## src/rtl/i2cIrqPkg.sv

```systemverilog
package i2cIrqPkg;
  localparam int NUM_EVT   = 5;
  localparam int NUM_FLAGS = 8;
  localparam int BIT_TXEND = 5;
  localparam int BIT_RX    = 6;
  localparam int BIT_TX    = 7;
  localparam int ID_W      = 3;

  typedef enum logic [ID_W-1:0] {
    ID_NONE  = 3'd0,
    ID_ERR   = 3'd1,
    ID_RX    = 3'd2,
    ID_TX    = 3'd3,
    ID_TXEND = 3'd4
  } irqId_t;

  typedef struct packed {
    logic [NUM_FLAGS-1:0] setVec;
    logic [NUM_FLAGS-1:0] clrVec;
  } flagCtl_t;
endpackage

```

## src/rtl/i2cIrqCtl.sv

```systemverilog
module i2cIrqCtl
  import i2cIrqPkg::*;
(
  input  logic [NUM_EVT-1:0]   evtVec,
  input  logic                 evRxFull,
  input  logic                 evTxEmpty,
  input  logic                 evTxEnd,
  input  logic                 evStop,
  input  logic                 rdRxData,
  input  logic                 wrTxData,
  input  logic                 stsWr,
  input  logic [NUM_FLAGS-1:0] stsWrData,
  output flagCtl_t             ctl
);
  // a status write can only clear; a 1 leaves the bit as it is
  logic [NUM_FLAGS-1:0] swClr;
  assign swClr = {NUM_FLAGS{stsWr}} & ~stsWrData;

  for (genvar i = 0; i < NUM_EVT; i++) begin : g_evt
    assign ctl.setVec[i] = evtVec[i];
    assign ctl.clrVec[i] = swClr[i];
  end

  assign ctl.setVec[BIT_TXEND] = evTxEnd;
  assign ctl.clrVec[BIT_TXEND] = swClr[BIT_TXEND] | wrTxData | evStop;
  assign ctl.setVec[BIT_RX]    = evRxFull;
  assign ctl.clrVec[BIT_RX]    = rdRxData;
  assign ctl.setVec[BIT_TX]    = evTxEmpty;
  assign ctl.clrVec[BIT_TX]    = wrTxData | evStop;
endmodule

```

## src/rtl/i2cIrqDp.sv

```systemverilog
module i2cIrqDp
  import i2cIrqPkg::*;
(
  input  logic                 clk,
  input  logic                 rstN,
  input  flagCtl_t             ctl,
  input  logic [NUM_FLAGS-1:0] intEn,
  output logic [NUM_FLAGS-1:0] flagSts,
  output logic                 irqErrEvt,
  output logic                 irqRx,
  output logic                 irqTx,
  output logic                 irqTxEnd,
  output logic                 dmaRxTrig,
  output logic                 dmaTxTrig,
  output logic [ID_W-1:0]      irqTopId
);
  logic [NUM_FLAGS-1:0] flagQ;
  logic                 rxCondQ;
  logic                 txCondQ;
  logic                 rxCond;
  logic                 txCond;

  // set has priority over clear in the same cycle
  for (genvar i = 0; i < NUM_FLAGS; i++) begin : g_flag
    always_ff @(posedge clk) begin
      if (!rstN) flagQ[i] <= 1'b0;
      else       flagQ[i] <= ctl.setVec[i] | (flagQ[i] & ~ctl.clrVec[i]);
    end
  end

  assign rxCond = flagQ[BIT_RX] & intEn[BIT_RX];
  assign txCond = flagQ[BIT_TX] & intEn[BIT_TX];

  always_ff @(posedge clk) begin
    if (!rstN) begin
      rxCondQ <= 1'b0;
      txCondQ <= 1'b0;
    end else begin
      rxCondQ <= rxCond;
      txCondQ <= txCond;
    end
  end

  assign flagSts   = flagQ;
  assign irqErrEvt = |(flagQ[NUM_EVT-1:0] & intEn[NUM_EVT-1:0]);
  assign irqRx     = rxCond & ~rxCondQ;
  assign irqTx     = txCond & ~txCondQ;
  assign irqTxEnd  = flagQ[BIT_TXEND] & intEn[BIT_TXEND];
  assign dmaRxTrig = irqRx;
  assign dmaTxTrig = irqTx;

  irqId_t topId;
  always_comb begin
    if (irqErrEvt)     topId = ID_ERR;
    else if (irqRx)    topId = ID_RX;
    else if (irqTx)    topId = ID_TX;
    else if (irqTxEnd) topId = ID_TXEND;
    else               topId = ID_NONE;
  end
  assign irqTopId = topId;
endmodule

```

## src/rtl/i2cIrqGen.sv

```systemverilog
module i2cIrqGen
  import i2cIrqPkg::*;
(
  input  logic                 clk,
  input  logic                 rstN,
  input  logic                 evArbLost,
  input  logic                 evNack,
  input  logic                 evTimeout,
  input  logic                 evStart,
  input  logic                 evStop,
  input  logic                 evRxFull,
  input  logic                 evTxEmpty,
  input  logic                 evTxEnd,
  input  logic                 rdRxData,
  input  logic                 wrTxData,
  input  logic                 stsWr,
  input  logic [NUM_FLAGS-1:0] stsWrData,
  input  logic [NUM_FLAGS-1:0] intEn,
  output logic [NUM_FLAGS-1:0] flagSts,
  output logic                 irqErrEvt,
  output logic                 irqRx,
  output logic                 irqTx,
  output logic                 irqTxEnd,
  output logic                 dmaRxTrig,
  output logic                 dmaTxTrig,
  output logic [ID_W-1:0]      irqTopId
);
  flagCtl_t ctl;
  logic [NUM_EVT-1:0] evtVec;
  assign evtVec = {evStop, evStart, evTimeout, evNack, evArbLost};

  i2cIrqCtl u_ctl (
    .evtVec(evtVec), .evRxFull(evRxFull), .evTxEmpty(evTxEmpty),
    .evTxEnd(evTxEnd), .evStop(evStop), .rdRxData(rdRxData),
    .wrTxData(wrTxData), .stsWr(stsWr), .stsWrData(stsWrData), .ctl(ctl)
  );

  i2cIrqDp u_dp (
    .clk(clk), .rstN(rstN), .ctl(ctl), .intEn(intEn), .flagSts(flagSts),
    .irqErrEvt(irqErrEvt), .irqRx(irqRx), .irqTx(irqTx), .irqTxEnd(irqTxEnd),
    .dmaRxTrig(dmaRxTrig), .dmaTxTrig(dmaTxTrig), .irqTopId(irqTopId)
  );
endmodule

```

## config.mk

```make
export PLATFORM = sky130hd
export DESIGN_NAME = i2cIrqGen
export DESIGN_NICKNAME = d
export VERILOG_FILES = /design/src/rtl/i2cIrqPkg.sv /design/src/rtl/i2cIrqCtl.sv /design/src/rtl/i2cIrqDp.sv /design/src/rtl/i2cIrqGen.sv
export SDC_FILE = /design/constraint.sdc
export NUM_CORES = 1
export LEC_CHECK = 0
export CAP_MARGIN = 40
export CELL_PAD_IN_SITES_DETAIL_PLACEMENT = 1
export CELL_PAD_IN_SITES_GLOBAL_PLACEMENT = 1
export CORE_AREA = 2 2 40 42
export DETAILED_ROUTE_END_ITERATION = 7
export DIE_AREA = 0 0 42 44
export DONT_BUFFER_PORTS = 1
export GPL_TIMING_DRIVEN = 0
export PLACE_DENSITY_LB_ADDON = 0.1
export SYNTH_ARGS = -nofsm -noshare
export SYNTH_HDL_FRONTEND = slang
export SYNTH_SLANG_ARGS = --single-unit
```

## constraint.sdc

```tcl
create_clock -name clk -period 1 [get_ports clk]
set_input_delay 0.05 -clock clk [delete_from_list [all_inputs] [get_ports clk]]
set_output_delay 0.05 -clock clk [all_outputs]
set_load 0.02 [all_outputs]
```

== Word-level counts from Yosys, hierarchy flattened ==
Cells that the tools add are included.
Operators by class
  div/mod/pow operators: 0
  bitwise logic cells: 37
  $mul: 0
  shifts and indexed selects: 0
  reduce and logical (&&, ||, !) cells: 1
  equal/unequal tests: 0
  magnitude comparators: 0
  add/sub/neg operators: 0
  multiplexer cells: 4
Operators by type and width (number)
  AND 1 bit: 13
  two-way mux 3 bit: 4
  OR 1 bit: 11
  inverter 1 bit: 10
  AND 6 bit: 1
  inverter 6 bit: 1
  AND 5 bit: 1
  OR reduction 5 bit: 1
Storage, ports and cells
  flip-flop bits (word level): 10
  word-level logic and storage cells: 52
  output and inout port bits: 17
  RAM bits: 0
  bits of input ports: 29
  memories: 0
  bits in latches: 0
  ROM bits: 0

== Longest topological paths before layout ==
  depth in word-level cells: 7
  mapped depth: 3
  gate-level depth less buffers: 3

== Cells and area by module ==
Synthesis repeated with hierarchy kept, for this count alone.
Second synthesis, totals
  cells, all modules: 59
  area total of the unflattened synthesis: 523.0 µm²
By module, submodules not included
  i2cIrqDp: times used 1, cells each 42, seq. area each 200.2 µm², area an instance 416.6 µm²
  i2cIrqCtl: times used 1, cells each 17, seq. area each 0.0 µm², area an instance 106.4 µm²

== Least setup slack after synthesis ==
Ideal clock, no wire load.
  path type: register to output
  from: register u_dp.flagQ[0] (netlist: u_dp.flagSts[0])
  to: output irqTopId[2]
  slack: -0.388 ns
  buffers on the path: 0
  cell stages (with the launch flop): 4
  data arrival time: 1.338 ns
  required time: 0.950 ns
  cell sequence: dfxtp_1 a222oi_1 nand2_2 and3b_1
Between the ends
  longest elaborated chain between the ends: 3
RTL lines
  start: declaration: line i2cIrqDp.sv:17  | logic [NUM_FLAGS-1:0] flagQ;
  start signal: indexed assignment: line i2cIrqDp.sv:27  | else flagQ[i] <= ctl.setVec[i] | (flagQ[i] & ~ctl.clrVec[i]);
  AND 5 bit: line i2cIrqDp.sv:45  | assign irqErrEvt = |(flagQ[NUM_EVT-1:0] & intEn[NUM_EVT-1:0]);
  OR reduction 5 bit: line i2cIrqDp.sv:45
  net irqErrEvt: line i2cIrqGen.sv:20  | output logic irqErrEvt,
  two-way mux 3 bit: line i2cIrqDp.sv:54  | if (irqErrEvt) topId = ID_ERR;
  end: declaration: line i2cIrqGen.sv:26  | output logic [ID_W-1:0] irqTopId
The timed path passes the listed nets, and every way through them passes these cells.

== Worst setup path in the final report ==
Same ends and word-level chain as after synthesis.

==> metrics.yaml <==
clock_tree:
  cts_inserted_buffers: 3
  clock_insertion_delay_worst_skew_ps: 250
  clock-root-buffer: "clkbuf_4"
  cts.reportedPaths.clkPinSlew_ps: 60
  max-clock-path-buffers: 2
  cts_tree: "done"
  total_number_of_clock_tree_sinks: 10
  htree_num_levels: 1
placement:
  gp_routability_congestion: 0.674
  io_buffers: 0
  dpl.cell_count: 64
  detailed_place_hpwl_um: 915
floorplan:
  floorplan.rows: 14
  fp.dieH_um: 44
  dieArea_um2: 1850
  top_level_ports: 46
  core_area_um2: 1420
  fp.dieW_um: 42
  initial_utilization: 0.309
synth:
  synth_top_flop_cell: "dfxtp_1"
  area_of_the_mapped_netlist_um2: 438
  synth_xor_area_frac: 0
  synth_enable_flop_cells: 0
  main_combinational_cell_family_by_area_after_synthesis: "simple AND/OR/NAND/NOR gates"
  yosys.cell_count.top_type: "dfxtp_1"
  netlist_instances: 48
  synth.distinct_cells: 15
  synth.ff_latch_count: 10
  post_synth.cell_area_avg_um2: 9.12
  post_synth_main_area_contributors: "dfxtp_1 46%, nor2b_1 11%, nand2b_1 10%, a21oi_1 6.9%, and3b_1 6.0%"
  synthDominantAreaCellType: "dfxtp_1"
  synthArstFlopShare: 0
  muxShareOfSynthArea: 0
  synth_simple_gate_area_share: 0.369
  synth_compound_gate_area_share: 0.140
  seq_area_frac_synth: 0.457
  mappedNetlistNets: 77
  ys.warnings.count: 0
  synth_adder_area_share: 0
  synth_largest_type_area_fraction: 0.457
  synth.top_cells.by_count: "10 x dfxtp_1, 8 x nor2b_1, 7 x nand2b_1"
timing:
  setup_slack_ps: -585
  final_period_minus_worst_setup_slack_ps: 1580
  achievable-frequency_mhz: 631
  worst_clock_skew_ps: 0.0657
  worst_pin_slew_ps: 305
  grt_setup_unrepaired: "yes"
  timing.final.crit_share: 1.58
  final_hold_viol_count: 0
  report.final.slew_viol_count: 0
  timing.slew.headroom: 0.797
  timing.final.setup_violations: 6
worst_setup_path:
  timing.critical_path.fanout_max: 3
  rr_worst_depth: 2
  critPathRequiredTime_ps: 950
  setup.worst_path.start_class: "flip-flop"
  worst_ep_arrival_time_ps: 1530
  worstSetupStartpoint: "u_dp.flagSts[0]"
  critical-path-slowest-cell: "dfxtp_4"
  path_class: "reg -> out"
  reg2reg_slack_ps: 240
  crit_path_end_kind: "output port"
  crit_path_end: "irqTopId[2]"
  rr_startpoint: "u_dp.flagSts[3]"
  crit_path_cell_trace: "a222oi_1 > buf_4 > nand2_8 > and3b_2"
  r2r_end: "u_dp.flagSts[3]"
  cp_max_stage_delay_ps: 370
drt:
  detail_route.drc_violations: 0
  routedWlPerCell_um: 14.4
  detail_route.vias_per_cell: 5.40
  dr.pass1.iters: 4
  total_via_count_in_the_routed_design: 432
  antenna_left: 0
  detail_route.wirelength_um: 1160
  drt-initial-drc-count: 4
job:
  maxCapViolCount: 0
finish:
  syn_to_final_growth_pct: 50.9
  layout_nets: 95
  layout_cells_sized_above_1: 0.281
  num_antenna_cells: 0
  finalNonFillerCells: 80
global_route:
  total_routing_usage_reported_by_global_routing: 0.136
  first_global_vias: 454
  grt_first_pass_wirelength_um: 1880
  grt_start_max_net_pins: 11
  number_of_antenna_violations_at_the_first_check_in_global_routing: 0
  grt-ovfl-total: 0
power:
  vdd_ir_drop_max_mv: 0.555
  power_density_nw_per_um2: 1380
  static-leakage-power_nw: 0.265
  total_power_w: 0.000910
hold_path:
  min_from: "stsWr"
  hold_path_depth: 3
  hold_path_class: "in -> reg"
outcome:
  status: "finished, violations left"
  failed_checks: "negative setup slack"
## how the worst min path moves through the flow
stage / endpoint / slack (ps)
global route: u_dp.flagSts[3] / 60
global placement: u_dp.flagSts[6] / 170
floorplan: u_dp.flagSts[6] / 170
finish: u_dp.flagSts[1] / 30
detailed placement: u_dp.flagSts[6] / 170
CTS: u_dp.flagSts[1] / 20
## what timing repair did
action                     CTS  global route
setup buffers                1             0
hold endpoints to repair    10             0
setup endpoints to repair    9             8
pin swaps                    2             3
resized for setup            8             4
hold buffers                12             0
## placed cells by master (no fill, tap or decap), types with 3 or more instances in the layout
| cell | count |
|---|---|
| dfxtp_1 | 5 |
| dlygate4sd3_1 | 12 |
| dfxtp_4 | 3 |
| a21oi_1 | 6 |
| nand2b_1 | 7 |
| nor2b_1 | 8 |
| and3b_2 | 3 |
| clkbuf_4 | 3 |
## routing by layer
| layer | vias to the layer above | routed length, um | part of all wire | track usage |
|---|---|---|---|---|
| met1 | 195 | 445 | 0.39 | 0.149 |
| met2 | 33 | 580 | 0.50 | 0.247 |
| met4 | 0 | 5 | 0.0043 | 0.0581 |
| li1 | 202 | - | - | - |
| met5 | - | 0 | 0 | 0 |
| met3 | 2 | 124 | 0.11 | 0.0375 |
## flip-flops by register name (all words and copies together) (netlist names)
name	cells
u_dp.flagSts	8
u_dp.rxCondQ	1
u_dp.txCondQ	1
## through the flow
stage | utilization | area, um2 | hold slack, ps | setup WS [ps] | setup TNS [ps]
final | 0.466 | 661 | 31.9 | -585 | -1940
after floorplan | - | 448 | 167 | -304 | -603
after global routing | 0.466 | 661 | 61.7 | -639 | -2280
after detailed placement | 0.330 | 468 | 174 | -475 | -1290
after CTS | 0.451 | 639 | 19.8 | -610 | -2190
after global placement | 0.330 | 468 | 170 | -486 | -1300
## where the power goes
part	total, W	switching (W)	leakage [nW]	internal [W]
Clock	0.000255	0.000117	0.0138	0.000138
Sequential	0.000470	0.0000479	0.0853	0.000422
Combinational	0.000185	0.0000924	0.166	0.0000924
Total	0.000910	0.000257	0.265	0.000652
## layout make-up
type	instances	area [um2]
repair buffers	13	128
multi-input cells	36	254
fillers	158	758
well taps	16	20.0
plain buffers	2	22.5
clock buffers	3	22.5
flip-flops and latches	10	214
## critical path: cells and delay by family (launching register included)
kind / cells / cell delay (ps)
and+or+nand+nor: 2 / 390
buffers and inverters: 1 / 210
AOI/OAI and AO/OA: 1 / 310
DFF: 1 / 370
## cells by family after synthesis
group,count (synthesis)
flip-flops,10
AND/OR/NAND/NOR,26
AO/OA/AOI/OAI,10
buffers and inverters,2
No activity file was read; power rests on OpenSTA's default activity.
